--- src/rtl/mwdma_pkg.sv ---
package mwdma_pkg;

  typedef enum logic [1:0] {
    TT_A = 2'd0,
    TT_B = 2'd1,
    TT_C = 2'd2,
    TT_D = 2'd3
  } tim_type_e;

  typedef enum logic [2:0] {
    XM_SW0  = 3'd0,
    XM_SW1  = 3'd1,
    XM_SW2  = 3'd2,
    XM_MW0  = 3'd3,
    XM_MW1  = 3'd4,
    XM_MW2  = 3'd5,
    XM_EXPL = 3'd6,
    XM_RSVD = 3'd7
  } xfer_mode_e;

  typedef enum logic [1:0] {
    PH_IDLE = 2'd0,
    PH_ACT  = 2'd1,
    PH_REC  = 2'd2
  } phase_e;

  localparam int unsigned NUM_TYPES    = 4;
  localparam int unsigned SLOW_REQ_NS  = 480;
  localparam int unsigned FAST_REQ_NS  = 250;
  localparam int unsigned MAX_PHASE_NS = 312;

  // active time per type, index = type encoding
  function automatic int unsigned act_ns(int unsigned t);
    case (t)
      0:       return 250;
      1:       return 187;
      2:       return 125;
      default: return 62;
    endcase
  endfunction

  // recovery time per type
  function automatic int unsigned rec_ns(int unsigned t);
    case (t)
      0:       return 312;
      1:       return 250;
      default: return 125;
    endcase
  endfunction

  // ceiling division, floor of one tick
  function automatic int unsigned ns_to_ticks(int unsigned ns, int unsigned clk_ns);
    int unsigned t;
    t = (ns + clk_ns - 1) / clk_ns;
    if (t < 1) t = 1;
    return t;
  endfunction

endpackage

--- src/rtl/mwdma_cycle_pick.sv ---
module mwdma_cycle_pick
  import mwdma_pkg::*;
#(
  parameter int unsigned NS_W = 16
) (
  input  logic            clk,
  input  logic            rst_n,
  input  logic            cfg_load,
  input  logic            busy,
  input  logic [2:0]      cfg_mode,
  input  logic [NS_W-1:0] cfg_cycle_ns,
  output tim_type_e       type_q
);

  logic [NS_W-1:0]      req_ns;
  logic                 mode_ok;
  logic [NUM_TYPES-1:0] fits;
  tim_type_e            pick;
  logic                 load_en;

  // requested cycle time from the mode code
  always_comb begin
    req_ns  = NS_W'(SLOW_REQ_NS);
    mode_ok = 1'b1;
    case (xfer_mode_e'(cfg_mode))
      XM_SW0, XM_SW1, XM_SW2, XM_MW0: req_ns = NS_W'(SLOW_REQ_NS);
      XM_MW1, XM_MW2: begin
        if (cfg_cycle_ns > NS_W'(FAST_REQ_NS)) req_ns = cfg_cycle_ns;
        else                                   req_ns = NS_W'(FAST_REQ_NS);
      end
      XM_EXPL: req_ns = cfg_cycle_ns;
      default: mode_ok = 1'b0;
    endcase
  end

  // one comparator per type against its fixed total cycle
  for (genvar t = 0; t < NUM_TYPES; t++) begin : g_fit
    localparam int unsigned CYC_NS = act_ns(t) + rec_ns(t);
    assign fits[t] = (req_ns <= NS_W'(CYC_NS));
  end

  // cycles shrink with the index, so the highest fitting index is the fastest
  always_comb begin
    pick = TT_A;
    for (int t = 0; t < NUM_TYPES; t++) begin
      if (fits[t]) pick = tim_type_e'(t);
    end
  end

  assign load_en = cfg_load & ~busy & mode_ok;

  always_ff @(posedge clk or negedge rst_n) begin
    if (!rst_n)       type_q <= TT_A;
    else if (load_en) type_q <= pick;
  end


  cfg_hold_chk: assert property (@(posedge clk) disable iff (!rst_n)
    busy |=> $stable(type_q));


  bad_mode_chk: assert property (@(posedge clk) disable iff (!rst_n)
    (cfg_load && cfg_mode == 3'd7) |=> $stable(type_q));

endmodule

--- src/rtl/mwdma_phase_lut.sv ---
module mwdma_phase_lut
  import mwdma_pkg::*;
#(
  parameter int unsigned CLK_NS = 20,
  parameter int unsigned TICK_W = 5
) (
  input  tim_type_e         sel,
  output logic [TICK_W-1:0] act_len,
  output logic [TICK_W-1:0] rec_len
);

  logic [TICK_W-1:0] act_tab [NUM_TYPES];
  logic [TICK_W-1:0] rec_tab [NUM_TYPES];
  logic [1:0]        idx;

  for (genvar t = 0; t < NUM_TYPES; t++) begin : g_tab
    localparam int unsigned ACT_T = ns_to_ticks(act_ns(t), CLK_NS);
    localparam int unsigned REC_T = ns_to_ticks(rec_ns(t), CLK_NS);
    assign act_tab[t] = TICK_W'(ACT_T);
    assign rec_tab[t] = TICK_W'(REC_T);
  end

  assign idx     = sel;
  assign act_len = act_tab[idx];
  assign rec_len = rec_tab[idx];

endmodule

--- src/rtl/mwdma_burst_fsm.sv ---
module mwdma_burst_fsm
  import mwdma_pkg::*;
#(
  parameter int unsigned TICK_W  = 5,
  parameter int unsigned WORDS_W = 8
) (
  input  logic               clk,
  input  logic               rst_n,
  input  logic               xfer_req,
  input  logic               xfer_wr,
  input  logic [WORDS_W-1:0] xfer_words,
  input  logic [TICK_W-1:0]  act_len,
  input  logic [TICK_W-1:0]  rec_len,
  output logic               rd_strobe,
  output logic               wr_strobe,
  output logic               word_done,
  output logic               busy
);

  phase_e             ph_q, ph_d;
  logic [TICK_W-1:0]  cnt_q, cnt_d;
  logic [WORDS_W-1:0] left_q, left_d;
  logic [TICK_W-1:0]  act_q, rec_q;
  logic               wr_q;
  logic               start;
  logic               phase_end;
  logic               strobe_any;

  assign start     = (ph_q == PH_IDLE) && xfer_req && (xfer_words != '0);
  assign phase_end = (cnt_q == '0);

  // next-state logic
  always_comb begin
    ph_d      = ph_q;
    cnt_d     = cnt_q;
    left_d    = left_q;
    word_done = 1'b0;
    case (ph_q)
      PH_IDLE: begin
        if (start) begin
          ph_d   = PH_ACT;
          cnt_d  = act_len - TICK_W'(1);
          left_d = xfer_words;
        end
      end
      PH_ACT: begin
        if (phase_end) begin
          ph_d  = PH_REC;
          cnt_d = rec_q - TICK_W'(1);
        end else begin
          cnt_d = cnt_q - TICK_W'(1);
        end
      end
      PH_REC: begin
        if (phase_end) begin
          word_done = 1'b1;
          if (left_q == WORDS_W'(1)) begin
            ph_d = PH_IDLE;
          end else begin
            ph_d   = PH_ACT;
            cnt_d  = act_q - TICK_W'(1);
            left_d = left_q - WORDS_W'(1);
          end
        end else begin
          cnt_d = cnt_q - TICK_W'(1);
        end
      end
      default: ph_d = PH_IDLE;
    endcase
  end

  // state registers
  always_ff @(posedge clk or negedge rst_n) begin
    if (!rst_n) begin
      ph_q   <= PH_IDLE;
      cnt_q  <= '0;
      left_q <= '0;
    end else begin
      ph_q   <= ph_d;
      cnt_q  <= cnt_d;
      left_q <= left_d;
    end
  end

  // burst-wide settings captured once at start
  always_ff @(posedge clk or negedge rst_n) begin
    if (!rst_n) begin
      act_q <= '0;
      rec_q <= '0;
      wr_q  <= 1'b0;
    end else if (start) begin
      act_q <= act_len;
      rec_q <= rec_len;
      wr_q  <= xfer_wr;
    end
  end

  assign strobe_any = (ph_q == PH_ACT);
  assign rd_strobe  = strobe_any & ~wr_q;
  assign wr_strobe  = strobe_any &  wr_q;
  assign busy       = (ph_q != PH_IDLE);


  done_pulse_chk: assert property (@(posedge clk) disable iff (!rst_n)
    word_done |=> !word_done);


  done_in_recovery_chk: assert property (@(posedge clk) disable iff (!rst_n)
    word_done |-> (busy && !rd_strobe && !wr_strobe));


  busy_start_chk: assert property (@(posedge clk) disable iff (!rst_n)
    $rose(busy) |-> (rd_strobe || wr_strobe));


  busy_hold_chk: assert property (@(posedge clk) disable iff (!rst_n)
    (busy && !word_done) |=> busy);


  dir_hold_chk: assert property (@(posedge clk) disable iff (!rst_n)
    (rd_strobe && !word_done) |=> !wr_strobe);

endmodule

--- src/rtl/mw_strobe_gen.sv ---
module mw_strobe_gen
  import mwdma_pkg::*;
#(
  parameter int unsigned CLK_NS  = 20,
  parameter int unsigned NS_W    = 16,
  parameter int unsigned WORDS_W = 8
) (
  input  logic               clk,
  input  logic               rst_n,
  input  logic               cfg_load,
  input  logic [2:0]         cfg_mode,
  input  logic [NS_W-1:0]    cfg_cycle_ns,
  input  logic               xfer_req,
  input  logic               xfer_wr,
  input  logic [WORDS_W-1:0] xfer_words,
  output logic               rd_strobe,
  output logic               wr_strobe,
  output logic               word_done,
  output logic               busy,
  output logic [1:0]         timing_type
);

  localparam int unsigned MAX_TICKS = ns_to_ticks(MAX_PHASE_NS, CLK_NS);
  localparam int unsigned TICK_W    = $clog2(MAX_TICKS + 1);

  tim_type_e         type_q;
  logic [TICK_W-1:0] act_len;
  logic [TICK_W-1:0] rec_len;

  mwdma_cycle_pick #(.NS_W(NS_W)) u_pick (
    .clk          (clk),
    .rst_n        (rst_n),
    .cfg_load     (cfg_load),
    .busy         (busy),
    .cfg_mode     (cfg_mode),
    .cfg_cycle_ns (cfg_cycle_ns),
    .type_q       (type_q)
  );

  mwdma_phase_lut #(.CLK_NS(CLK_NS), .TICK_W(TICK_W)) u_lut (
    .sel     (type_q),
    .act_len (act_len),
    .rec_len (rec_len)
  );

  mwdma_burst_fsm #(.TICK_W(TICK_W), .WORDS_W(WORDS_W)) u_fsm (
    .clk        (clk),
    .rst_n      (rst_n),
    .xfer_req   (xfer_req),
    .xfer_wr    (xfer_wr),
    .xfer_words (xfer_words),
    .act_len    (act_len),
    .rec_len    (rec_len),
    .rd_strobe  (rd_strobe),
    .wr_strobe  (wr_strobe),
    .word_done  (word_done),
    .busy       (busy)
  );

  assign timing_type = type_q;


  idle_quiet_chk: assert property (@(posedge clk) disable iff (!rst_n)
    !busy |-> (!rd_strobe && !wr_strobe && !word_done));

endmodule

--- config.mk ---
export PLATFORM = sky130hd
export DESIGN_NAME = mw_strobe_gen
export DESIGN_NICKNAME = d
export VERILOG_FILES = /design/src/rtl/mwdma_pkg.sv /design/src/rtl/mwdma_cycle_pick.sv /design/src/rtl/mwdma_phase_lut.sv /design/src/rtl/mwdma_burst_fsm.sv /design/src/rtl/mw_strobe_gen.sv
export SDC_FILE = /design/constraint.sdc
export NUM_CORES = 1
export LEC_CHECK = 0
export BUFFER_PORTS_ARGS = -buffer_cell sky130_fd_sc_hd__clkbuf_2
export CAP_MARGIN = 20
export CELL_PAD_IN_SITES_DETAIL_PLACEMENT = 0
export CELL_PAD_IN_SITES_GLOBAL_PLACEMENT = 1
export CORE_AREA = 2 2 96 98
export CTS_CLUSTER_DIAMETER = 60
export DETAILED_ROUTE_END_ITERATION = 12
export DIE_AREA = 0 0 98 100
export PLACE_DENSITY = 0.55
export SYNTH_ARGS = -nofsm -noshare
export SYNTH_HDL_FRONTEND = slang
export SYNTH_SLANG_ARGS = --single-unit
--- constraint.sdc ---
create_clock -name clk -period 3 [get_ports clk]
set_clock_uncertainty 0.05 [all_clocks]
set_input_delay 0.15 -clock clk [delete_from_list [all_inputs] [get_ports clk]]
set_output_delay 0.15 -clock clk [all_outputs]
set_load 0.02 [all_outputs]
# After elaboration in Yosys (flattened, before gate mapping)
# Cells that the tools add are included.
[op_classes]
n_mux = 28
addsub = 5
eq_ne = 14
n_lt_le_gt_ge = 5
n_bitwise = 7
reduce_logical = 14
[op_table]
columns = ["op", "n"]
rows = [
  ["2-to-1 mux 5 bit", 8],
  ["<= comparator 16 x 8 -> 1 bit (second input constant)", 2],
  ["one-hot mux 16 bit (2 select lines)", 1],
  ["2-to-1 mux 8 bit", 3],
  ["binary-select mux 5 bit (select 2 bit)", 2],
  ["subtractor 5 x 1 -> 5 bit (second input constant)", 4],
  ["> comparator 16 x 8 -> 1 bit (second input constant)", 1],
  ["<= comparator 16 x 9 -> 1 bit (second input constant)", 1],
  ["2-to-1 mux 16 bit", 1],
  ["one-hot mux 8 bit (2 select lines)", 1],
  ["one-hot mux 5 bit (3 select lines)", 1],
  ["2-to-1 mux 2 bit", 5],
  ["== test 3 bit (second input constant)", 3],
  ["== test 8 x 1 -> 1 bit (second input constant)", 1],
  ["nonzero test 8 bit", 1],
  ["subtractor 8 x 1 -> 8 bit (second input constant)", 1],
  ["OR reduction 7 bit", 1],
  ["== test 3 x 2 -> 1 bit (second input constant)", 2],
  ["!= test 2 x 1 -> 1 bit (second input constant)", 3],
  ["one-hot mux 2 bit (3 select lines)", 1],
  ["AND reduction 3 bit", 2],
  ["logical NOT 5 bit", 1],
  ["2-to-1 mux 1 bit", 5],
  ["AND 1 bit", 4],
  ["15 further kinds", 18],
]
[word_totals]
ff_bits = 28
input_bits = 32

# Logic depth before layout (Yosys ltp)
[logic_depth]
depth_word = 7
depth_mapped = 8
depth_no_buf = 7

# Cells and area by module
# A second synthesis with hierarchy kept.
[hier_totals]
cells_unflattened = 240
hier_area_um2 = 2190.9
[modules_own_cells]
columns = ["module", "area_each_um2", "cells_per_inst", "seq_area_each_um2", "instances"]
rows = [
  ["mwdma_burst_fsm", 1821.7, 198, 650.6, 1],
  ["mwdma_cycle_pick", 259.0, 28, 50.0, 1],
  ["mwdma_phase_lut", 110.1, 14, 0.0, 1],
]

# Least setup slack after synthesis
# Ideal clock, no wire load.
[synth_path]
path_kind = "register to register"
start = "reg u_fsm.left_q[1]"
end = "reg u_fsm.left_q[4]"
arrival_ns = 1.764
period_less_slack_ns = 1.935
required_time_ns = 2.828
slack_ns = 1.065
path_stages_with_launch = 9
path_cell_list = "dfrtp_1 > inv_1 > ha_1 > or3b_2 > o211ai_1 > a22oi_4 > buf_6 > a31oi_1 > nand2_1"
[synth_between]
elab_chain_cells = 4
word_cells_on_any_way = 7
classes_between = "add/sub: 1; eq/ne: 2; mux: 3; reduce/logical: 1"
[synth_lines]
columns = ["item", "line", "rtl"]
rows = [
  ["start: declaration", "mwdma_burst_fsm.sv:22", "logic [WORDS_W-1:0] left_q, left_d;"],
  ["start signal: assignment", "mwdma_burst_fsm.sv:81", "left_q <= left_d;"],
  ["subtractor 8 x 1 -> 8 bit", "mwdma_burst_fsm.sv:62", "left_d = left_q - WORDS_W'(1);"],
  ["2-to-1 mux 8 bit", "mwdma_burst_fsm.sv:57", "if (left_q == WORDS_W'(1)) begin"],
  ["2-to-1 mux 8 bit", "mwdma_burst_fsm.sv:55", "if (phase_end) begin"],
  ["one-hot mux 8 bit (2 select lines)", "mwdma_burst_fsm.sv:38", "case (ph_q)"],
]
# Parallel ways exist; a longest one is shown, timed or not. The select of a mux whose other input is x is not followed.
# A chain may end at the register's enable or synchronous reset.

# Worst setup path after layout
[layout_path]
start = "reg u_fsm.ph_q[0]"
end = "reg u_fsm.left_q[3]"
[layout_between]
elab_chain_cells = 5
word_cells_on_any_way = 10
classes_between = "eq/ne: 4; mux: 1; reduce/logical: 5"
[layout_lines]
columns = ["item", "line", "rtl"]
rows = [
  ["start: declaration", "mwdma_burst_fsm.sv:20", "phase_e ph_q, ph_d;"],
  ["start signal: assignment", "mwdma_burst_fsm.sv:79", "ph_q <= ph_d;"],
  ["logical NOT 2 bit", "mwdma_burst_fsm.sv:29, mwdma_burst_fsm.sv:38", ""],
  ["logical AND 1 bit (2 in series)", "mwdma_burst_fsm.sv:29", "assign start = (ph_q == PH_IDLE) && xfer_req && (xfer_words != '0);"],
  ["!= test 2 x 1 -> 1 bit (no source line)", "--", ""],
  ["AND reduction 4 bit (no source line)", "--", ""],
]
# Parallel ways exist; a longest one is shown, timed or not.

==> results.yml <==
cts:
  clock_latency_ns: 0.28
  cts.sinks: 26
  clockBufferDepth: 2
  clk_pin_slew_ns: 0.10
  post_cts_buffers: 0
  ctsResizeCount: 0
  cts_tree: "done"
  hold_buffers: 1
  root_buffer: "clkbuf_8"
  cts_buffers: 3
  cts_htree_levels: 1
route:
  post_drt_wl_per_cell_um: 13.51
  drt_pass1_iterations: 4
  viasPerCell: 4.664
  antenna_left: 0
  totalWireLength_mm: 5.107
  detail_route.iter0.violations: 85
  num_vias: 1763
  drc: 0
timing:
  fin_ws_ns: 0.8876
  maxSlewHeadroom: 0.5402
  rsz0062_at_grt: "false"
  setup_viol: 0
  fmax_ghz: 0.4734
  final.setup.tns_ns: 0
  finalMaxSlewViolations: 0
  post-route-period-util: 0.7041
  period_minus_slack_ns: 2.112
  hold_violations: 0
  tightest_slew_ns: 0.6897
synthesis:
  synth.top_cells.by_count: "27 x nand2_1, 26 x dfrtp_1, 18 x inv_1"
  syn-num-nets: 277
  syn_area_um2: 1958
  synthCells: 228
  syn_area_per_cell_um2: 8.588
  synth_seq_cells: 26
  synth_ff_type: "dfrtp_1"
  yosys_warnings: 0
  async_flop_share: 1.000
  seq_area_frac_synth: 0.3323
  synth_top_cells_by_area: "dfrtp_1 33%, ha_1 11%, nand2_1 5.2%, a21oi_1 4.1%, mux2i_1 3.6%"
  synth_cell_types: 48
  synth-edff-count: 0
  synth.top_cell.area_share: 0.3323
  synth_largest_area_cell: "dfrtp_1"
  yosysMostFrequentCell: "nand2_1"
final_layout:
  final_cell_count_no_fill: 378
  fin_nets: 317
  fin_area_um2: 2356
  antennaDiodeCount: 0
  register_area_um2: 650.6
  multi_input_area_um2: 1199
  syn2layout_area_growth_pct: 20.32
  fillers: 982
  drive_gt1_frac: 0.1948
setup_path:
  worst_setup_path_end_kind: "flip-flop"
  start_kind: "flip-flop"
  cp.arrival_ns: 2.23
  path_cells: "inv_1 > ha_1 > clkinv_1 > buf_4 > nand2_1 > a22oi_4 > mux2i_1 > nand3_1"
  crit_buf_inv: 3
  r2r_start: "u_fsm.ph_q[0]"
  critPathLaunch: "u_fsm.ph_q[0]"
  cp.required_ns: 3.12
  slowest_stage: "a22oi_4"
  worst-path-max-fanout: 16
  critical-path-top-delay-family: "compound AO/OA/AOI/OAI gates"
  worstSetupPathType: "reg2reg"
  max_stage_delay_ns: 0.47
placed_design:
  dp_hpwl_mm: 3.980
  numPortBuffers: 37
  place_ws_ns: 0.8932
  dp.cells: 373
  place.gp.congestion: 0.7623
  dpl_cell_area_um2: 2275
power:
  ir_worst_vdd_uv: 230.3
  total_power_mw: 2.119
  p_leak_nw: 1.084
  powerDensity_nw_per_um2: 899.4
run_status:
  status: "finished clean"
die:
  rows: 35
  io-pin-count: 38
  initial_core_util: 0.2203
  fp.dieH_um: 100
  core-area_um2: 8890
  die_area_um2: 9800
  chipWidth_um: 98
flow_run:
  maxCapViolCount: 0
worst_hold_path:
  hp-start: "xfer_wr"
  hold_class: "in2reg"
global_routing:
  grt_max_degree: 27
  grt-ovfl-total: 0
  track_usage: 0.1093
  grt_pass1_vias: 1800
  antenna_found_initial: 0
  grt_pass1_wl_mm: 8.728
-- area by class of cell --
type | count | area share
multi-input cells | 176 | 0.5088
clock buffers | 3 | 0.01753
inverters | 19 | 0.03027
flip-flops and latches | 26 | 0.2762
repair buffers | 42 | 0.09559
well taps | 111 | 0.05895
clock inverters | 1 | 0.01275
-- state kept, by name (all words and copies together) (netlist names) --
name	count
u_fsm.act_q	4
u_fsm.cnt_q	5
u_fsm.left_q	8
u_fsm.ph_q	2
u_fsm.rec_q	4
u_fsm.wr_q	1
u_pick.type_q	2
-- worst min-delay path, stage by stage --
cell	delay [ns]
clkbuf_2	0.08
nand2_1	0.04
nand2_1	0.04
-- worst paths after layout --
check	end	slack, ns	depth (start not counted)
max	u_fsm.left_q[3]	0.89	8
min	u_fsm.wr_q	0.008	3
max reg2reg	u_fsm.left_q[3]	0.89	8
min reg2reg	u_fsm.wr_q	0.45	2
max in group asynchronous	u_fsm.cnt_q[4]	2.08	2
min in group asynchronous	u_fsm.left_q[0]	0.38	2
-- per-layer routing --
metal / GRT usage / routed length (um)
met3: 0.02507 / 269
met4: 0.009615 / 10
met2: 0.1965 / 2397
met5: 0 / 0
met1: 0.1394 / 2430
-- cells by family (layout without fill, tap and decap cells) --
group,count (synthesis),count (layout),synth area share
multiplexers,8,8,0.04153
flip-flops,26,26,0.3323
adder cells (fa/ha/maj),17,17,0.1086
XOR/XNOR,7,7,0.03131
buffers and inverters,26,65,0.05559
AND/OR/NAND/NOR,83,83,0.2236
AO/OA/AOI/OAI,61,61,0.2070
-- metrics by stage --
step | utilization | hold slack (ns)
6_report | 0.2650 | 0.007565
5_1_grt | 0.2650 | 0.03284
4_1_cts | 0.2650 | 0.01226
3_5_place_dp | 0.2559 | 0.1931
3_3_place_gp | 0.2559 | 0.1874
2_1_floorplan | - | -0.1956
-- placed cells by master, fill, tap and decap left out, types with 3 or more instances in the layout --
cell type,instances
nor3b_1,3
mux2i_1,7
nand3_1,7
and3_1,4
o22ai_1,5
a21o_1,3
buf_4,4
clkbuf_2,37
o21ai_0,11
nand4_1,3
inv_1,18
nor3_1,7
a21oi_1,16
ha_1,17
o31ai_1,4
xnor2_1,5
or4_1,4
dfrtp_1,26
nor2_1,14
a31oi_1,5
clkbuf_8,3
nand2_1,27
-- where the power goes --
group / internal [mW] / total, mW / switching, mW / leakage, nW
Combinational: 0.495 / 1.18 / 0.681 / 0.731
Clock: 0.179 / 0.305 / 0.126 / 0.0357
Sequential: 0.481 / 0.638 / 0.157 / 0.318
Total: 1.15 / 2.12 / 0.964 / 1.08
No activity file was read; power rests on OpenSTA's default activity.
